## config.mk

```make
export PLATFORM = sky130hd
export DESIGN_NAME = qdr4_sram
export DESIGN_NICKNAME = d
export VERILOG_FILES = /design/src/rtl/qdr4_pkg.sv /design/src/rtl/qdr4_burst_seq.sv /design/src/rtl/qdr4_mem.sv /design/src/rtl/qdr4_rd_out.sv /design/src/rtl/qdr4_sram.sv
export SDC_FILE = /design/constraint.sdc
export NUM_CORES = 2
export LEC_CHECK = 0
export ABC_AREA = 1
export BUFFER_PORTS_ARGS = -buffer_cell sky130_fd_sc_hd__clkbuf_2
export CAP_MARGIN = 20
export CELL_PAD_IN_SITES_DETAIL_PLACEMENT = 0
export CELL_PAD_IN_SITES_GLOBAL_PLACEMENT = 1
export CORE_MARGIN = 1
export CORE_UTILIZATION = 40
export DETAILED_ROUTE_END_ITERATION = 6
export PLACE_DENSITY = 0.65
export SLEW_MARGIN = 20
export SYNTH_ARGS = -nofsm -noshare
export SYNTH_HDL_FRONTEND = slang
export SYNTH_SLANG_ARGS = --single-unit
```

## constraint.sdc

```tcl
create_clock -name clk -period 3 [get_ports clk]
set_input_delay 0.15 -clock clk [delete_from_list [all_inputs] [get_ports clk]]
set_output_delay 0.15 -clock clk [all_outputs]
set_load 0.02 [all_outputs]
```

## src/rtl/qdr4_pkg.sv

```systemverilog
package qdr4_pkg;
  localparam int BURST_LEN = 4;
  localparam int BEAT_W    = 2;
  localparam int LANE_W    = 9;

  typedef enum logic {
    PH_KBAR = 1'b0,
    PH_K    = 1'b1
  } phase_e;
endpackage

```

## src/rtl/qdr4_burst_seq.sv

```systemverilog
module qdr4_burst_seq #(
  parameter int AW = 4
) (
  input  logic                             clk,
  input  logic                             rst_n,
  input  logic                             k_edge,
  input  logic                             req_n,
  input  logic [AW-1:0]                    addr,
  output logic                             accept,
  output logic                             fire,
  output logic [AW+qdr4_pkg::BEAT_W-1:0]   word_addr
);
  import qdr4_pkg::*;
  localparam logic [BEAT_W-1:0] LAST_BEAT = BEAT_W'(BURST_LEN - 1);

  logic              q_v;
  logic [AW-1:0]     q_addr;
  logic [AW-1:0]     base;
  logic [BEAT_W-1:0] beat;
  logic              act;
  logic              launch;

  assign accept    = k_edge & ~req_n & ~q_v;
  assign launch    = k_edge & q_v;
  assign fire      = launch | act;
  assign word_addr = launch ? {q_addr, {BEAT_W{1'b0}}} : {base, beat};

  always_ff @(posedge clk or negedge rst_n) begin
    if (!rst_n) begin
      q_v    <= 1'b0;
      q_addr <= '0;
      base   <= '0;
      beat   <= '0;
      act    <= 1'b0;
    end else begin
      if (accept) begin
        q_v    <= 1'b1;
        q_addr <= addr;
      end else if (launch) begin
        q_v <= 1'b0;
      end
      if (launch) begin
        base <= q_addr;
        beat <= BEAT_W'(1);
        act  <= 1'b1;
      end else if (act) begin
        beat <= beat + BEAT_W'(1);
        if (beat == LAST_BEAT) act <= 1'b0;
      end
    end
  end

  AST_NO_ACCEPT_IN_BURST: assert property (@(posedge clk) disable iff (!rst_n)
    accept |-> !$past(accept, 2));
  AST_FIRST_BEAT_LATE: assert property (@(posedge clk) disable iff (!rst_n)
    $rose(fire) |-> $past(accept, 2));
  AST_BEATS_CONTIGUOUS: assert property (@(posedge clk) disable iff (!rst_n)
    act |-> $past(fire));
endmodule

```

## src/rtl/qdr4_mem.sv

```systemverilog
module qdr4_mem #(
  parameter int WAW   = 6,
  parameter int LANES = 2
) (
  input  logic                                 clk,
  input  logic                                 we,
  input  logic [WAW-1:0]                       waddr,
  input  logic [LANES*qdr4_pkg::LANE_W-1:0]    wdata,
  input  logic [LANES-1:0]                     wbyte_n,
  input  logic [WAW-1:0]                       raddr,
  output logic [LANES*qdr4_pkg::LANE_W-1:0]    rdata
);
  import qdr4_pkg::*;
  localparam int DEPTH = 1 << WAW;

  for (genvar g = 0; g < LANES; g++) begin : g_lane
    logic [LANE_W-1:0] bank [DEPTH];
    always_ff @(posedge clk) begin
      if (we && !wbyte_n[g]) bank[waddr] <= wdata[g*LANE_W +: LANE_W];
    end
    assign rdata[g*LANE_W +: LANE_W] = bank[raddr];
  end
endmodule

```

## src/rtl/qdr4_rd_out.sv

```systemverilog
module qdr4_rd_out #(
  parameter int DW = 18
) (
  input  logic          clk,
  input  logic          rst_n,
  input  logic          fire,
  input  logic [DW-1:0] word,
  output logic [DW-1:0] dout,
  output logic          dout_en,
  output logic          echo
);
  always_ff @(posedge clk or negedge rst_n) begin
    if (!rst_n) begin
      dout    <= '0;
      dout_en <= 1'b0;
      echo    <= 1'b0;
    end else begin
      dout    <= fire ? word : '0;
      dout_en <= fire;
      if (fire) echo <= ~echo;
    end
  end
endmodule

```

## src/rtl/qdr4_sram.sv

```systemverilog
module qdr4_sram #(
  parameter int AW    = 4,
  parameter int LANES = 2
) (
  input  logic                              clk,
  input  logic                              rst_n,
  input  logic                              rd_n,
  input  logic                              wr_n,
  input  logic [AW-1:0]                     addr,
  input  logic [LANES*qdr4_pkg::LANE_W-1:0] din,
  input  logic [LANES-1:0]                  bw_n,
  output logic                              kphase,
  output logic [LANES*qdr4_pkg::LANE_W-1:0] dout,
  output logic                              dout_en,
  output logic                              echo
);
  import qdr4_pkg::*;
  localparam int DW  = LANES * LANE_W;
  localparam int WAW = AW + BEAT_W;

  phase_e ph;

  always_ff @(posedge clk or negedge rst_n) begin
    if (!rst_n) ph <= PH_K;
    else        ph <= (ph == PH_K) ? PH_KBAR : PH_K;
  end
  assign kphase = (ph == PH_K);

  logic           rd_accept, rd_fire;
  logic [WAW-1:0] rd_waddr;
  logic           wr_accept, wr_fire;
  logic [WAW-1:0] wr_waddr;
  logic [DW-1:0]  mem_q;
  logic [DW-1:0]  rd_word;
  logic           fwd_hit;

  qdr4_burst_seq #(.AW(AW)) u_rd_seq (
    .clk(clk), .rst_n(rst_n), .k_edge(kphase), .req_n(rd_n), .addr(addr),
    .accept(rd_accept), .fire(rd_fire), .word_addr(rd_waddr)
  );

  qdr4_burst_seq #(.AW(AW)) u_wr_seq (
    .clk(clk), .rst_n(rst_n), .k_edge(kphase), .req_n(wr_n), .addr(addr),
    .accept(wr_accept), .fire(wr_fire), .word_addr(wr_waddr)
  );

  qdr4_mem #(.WAW(WAW), .LANES(LANES)) u_mem (
    .clk(clk), .we(wr_fire), .waddr(wr_waddr), .wdata(din), .wbyte_n(bw_n),
    .raddr(rd_waddr), .rdata(mem_q)
  );

  function automatic logic [DW-1:0] lane_merge(input logic [DW-1:0] old_w,
                                               input logic [DW-1:0] new_w,
                                               input logic [LANES-1:0] en_n);
    logic [DW-1:0] r;
    r = old_w;
    for (int i = 0; i < LANES; i++) begin
      if (!en_n[i]) r[i*LANE_W +: LANE_W] = new_w[i*LANE_W +: LANE_W];
    end
    return r;
  endfunction

  assign fwd_hit = wr_fire && (wr_waddr == rd_waddr);
  assign rd_word = fwd_hit ? lane_merge(mem_q, din, bw_n) : mem_q;

  qdr4_rd_out #(.DW(DW)) u_out (
    .clk(clk), .rst_n(rst_n), .fire(rd_fire), .word(rd_word),
    .dout(dout), .dout_en(dout_en), .echo(echo)
  );

  AST_PHASE_ALT: assert property (@(posedge clk) disable iff (!rst_n)
    $past(rst_n) |-> (ph != $past(ph)));
  AST_READ_WINDOW: assert property (@(posedge clk) disable iff (!rst_n)
    $rose(dout_en) |-> $past(rd_accept, 3));
  AST_WRITE_WINDOW: assert property (@(posedge clk) disable iff (!rst_n)
    $rose(wr_fire) |-> $past(wr_accept, 2));
endmodule

```

==> metrics.csv <==
stage;metric;value;unit
clock_tree;Max Root-Sink Buffers;3;
cells_and_area;fin nets;4507;
setup_path;Worst Setup SP;kphase$_DFF_PN1_;
sta;Fin. Hold Viols;0;
setup_path;Crit path largest cell delay;0.59;ns
placed_design;Placer Congestion;0.843;
yosys;Syn Area/Cell;11.5;um^2
yosys;Syn. warnings;0;
yosys;sequential share of the synthesized area;71.6;%
yosys;Post-Syn Instances;4328;
placed_design;Placement Setup Slack;0.214;ns
floorplan;# IOs;49;
yosys;dominant cell type by area after synthesis;edfxtp_1;
yosys;Post-Syn Area;49900;um^2
power;Cell Int Power;32.1;mW
clock_tree;Root Driver;clkbuf_16;
placed_design;detailed placement HPWL;92100;um
cells_and_area;ANT cells;0;
setup_path;Critical Path RT;3.63;ns
clock_tree;CTS resizes;0;
power;pwr dens;837;nW/um^2
yosys;Synth Net Count;4358;
floorplan;die area;126000;um^2
sta;final worst slack;0.149;ns
drt;initial drt markers;3639;
cells_and_area;P&R area growth vs syn;15.8;%
power;Combinational Power Share;26.6;%
setup_path;crit-path max FO;19;
global_routing;initial antenna violation count;1;
setup_path;Startpoint Class;register;
sta;final setup fails;0;
setup_path;RR Startpoint;kphase$_DFF_PN1_;
clock_tree;cts hold-fix bufs;12;
setup_path;Critical Path, Cell by Cell;nand2_4, inv_1, nand2_1, nand2_4, inv_2, buf_4, nand2_1, nand4_1, nor2_1, buf_4, nand2_4, a21oi_1;
clock_tree;TritonCTS clock tree;done;
power;Final Power;48.4;mW
floorplan;core area;124000;um^2
setup_path;Worst Setup End Kind;register;
cells_and_area;most frequent cells in the layout;1498 x nand3_1, 1152 x edfxtp_1, 897 x nand2_1;
sta;slew margin rel.;33.1;%
outcome;status;finished with violations;
placed_design;port buffer count;48;
sta;Fin Clk Skew;0.0271;ns
sta;period utilization;95.0;%
global_routing;gr ovfl total;0;
cells_and_area;fin cells;6215;
drt;DR vias;34400;
drt;first-pass iteration count of the detailed router;7;
power;VDD IR-drop max;0.698;mV
hold_path;HP Class;input pin to register;
global_routing;GRT Util Overall;24.2;%
drt;Post-route DRC;2;
floorplan;Die Ht;355;um
floorplan;initial core utilization;40.3;%
sta;slew at the pin closest to its max-slew limit;1.00;ns
power;leakage;21.3;nW
drt;post-DR wirelength/cell;24.7;um
hold_path;hold path start;din[5];
floorplan;Die Wd;355;um
sta;Setup TNS;0;ns
clock_tree;worst skew pair latency;0.77;ns
global_routing;first-pass GRT wire length;225000;um
clock_tree;CTS buffer count;132;
sta;min cycle time layout;2.85;ns
global_routing;vias in the first global route;33300;
power;switching power;16.3;mW
drt;total length of routed wires;153000;um
setup_path;type of the worst setup path;register to register;
yosys;dominant cells by area after synthesis;edfxtp_1 69%, nand3_1 15%, nand2_1 6.8%, dfrtp_1 2.2%, buf_2 1.9%;
setup_path;CP max stage cell;dfstp_2;
clock_tree;postcts setup bufs;0;
outcome;failing checks;DRC;
sta;fin. max-slew vios;0;
yosys;post-synthesis register bit count;1197;
drt;Final ANT Viol Nets;0;
power;Flop pwr share;39.6;%
placed_design;Placed Cells;5968;
yosys;area share of the largest cell type after synthesis;69.3;%
sta;RSZ-0062 raised after global routing;false;
setup_path;most frequent cell on the critical path;nand2_4;
run;MaxCap Viol Count;0;
global_routing;largest net degree at the start of global routing;154;
clock_tree;Clock transition at path regs;0.06;ns
cells_and_area;Post-Route Utilization;46.7;%
floorplan;Rows;129;
power;Switching Share;33.6;%
drt;Via density;5.54;
clock_tree;H-tree level count;4;
sta;Achievable Freq;351;MHz
cells_and_area;ratio of cells with drive above 1 in the final layout;11.7;%
cells_and_area;most common cell after layout, fill and taps aside;nand3_1;
clock_tree;Sink Count;1197;
yosys;Yosys cell types;23;
power;Clk network pwr share;33.8;%
setup_path;worst path arrival time;3.48;ns
[routing by layer]
layer  global-route usage (%)  part of all wire (%)  wire length (um)  vias to the layer above
met5                        0                     0                 0                        -
met4                     7.50                   2.7              4110                        0
met3                     3.68                   6.5              9890                      227
met1                     33.5                    43             65500                    17200
met2                     39.4                    48             73900                     1256
li1                         -                     -                 -                    15800
[stage by stage]
stage,hold WS [ns],area (um^2)
5_1_grt,0.0444,57800
6_report,0.0406,57800
3_5_place_dp,0.315,53300
2_1_floorplan,-0.146,49900
3_3_place_gp,0.315,53300
4_1_cts,0.0152,57800
[cell families after synthesis]
group	count (synthesis)	synth area share, %
and+or+nand+nor	2630	23.8
DFF	1197	71.6
buffers and inverters	459	4.10
AOI/OAI and AO/OA	36	0.376
xor gates and xnor gates	4	0.0702
adders and majority gates	2	0.0501
[worst max-delay path, delay by kind of cell, from the launching register on]
family	cells	cell delay (ns)
flops	1	0.59
compound gates	1	0.30
simple gates	7	1.09
buf+inv	4	0.75
[area by class of cell]
cell class,instances,area (um^2)
timing repair buffer,342,2970
sequential,1197,35700
multi-input combinational,2672,12200
clock inverter,61,718
fill,11100,66000
inverter,132,505
clock buffer,174,3620
tap,1637,2050
[power groups by stage]
stage               clock network [mW]  registers, mW  logic, mW
floorplan                            0           19.4       7.75
global placement                     0           19.5       12.9
detailed placement                   0           19.5       12.9
CTS                               16.6           19.1       13.0
global route                      17.3           19.1       14.0
finish                            16.4           19.1       12.9
[cell usage after synthesis, drive strengths merged]
| master | number |
|---|---|
| a21oi | 20 |
| buf | 229 |
| clkbuf | 98 |
| dfrtp | 44 |
| dfstp | 1 |
| edfxtp | 1152 |
| ha | 2 |
| inv | 132 |
| nand2 | 909 |
| nand3 | 1498 |
| nand4 | 2 |
| nor2 | 133 |
| nor3 | 88 |
| o21ai | 16 |
| xnor2 | 3 |
| xor2 | 1 |
[final timing paths]
path / depth (start not counted) / endpoint / slack (ns)
max in group asynchronous: 3 / u_out.dout[1]$_DFF_PN0_ / 2.10
min in group asynchronous: 2 / u_out.dout_en$_DFF_PN0_ / 0.06
worst min-delay path: 1 / u_mem.g_lane[0].bank[10][5]$_DFFE_PP_ / 0.04
worst max register to register: 12 / u_out.dout[9]$_DFF_PN0_ / 0.15
worst min register to register: 1 / u_out.echo$_DFFE_PN0P_ / 0.47
worst max-delay path: 12 / u_out.dout[9]$_DFF_PN0_ / 0.15
[state kept, by name (all words and copies together) (netlist names)]
name and cells:
u_out.dout_en 1, u_wr_seq.beat 2, u_rd_seq.base 4, u_wr_seq.q_v 1, u_rd_seq.q_v 1, u_rd_seq.act 1, u_out.echo 1, u_wr_seq.q_addr 4
u_wr_seq.base 4, u_mem.g_lane.bank 1152, kphase 1, u_out.dout 18, u_wr_seq.act 1, u_rd_seq.q_addr 4, u_rd_seq.beat 2
Power figures use the tool's default switching activity.
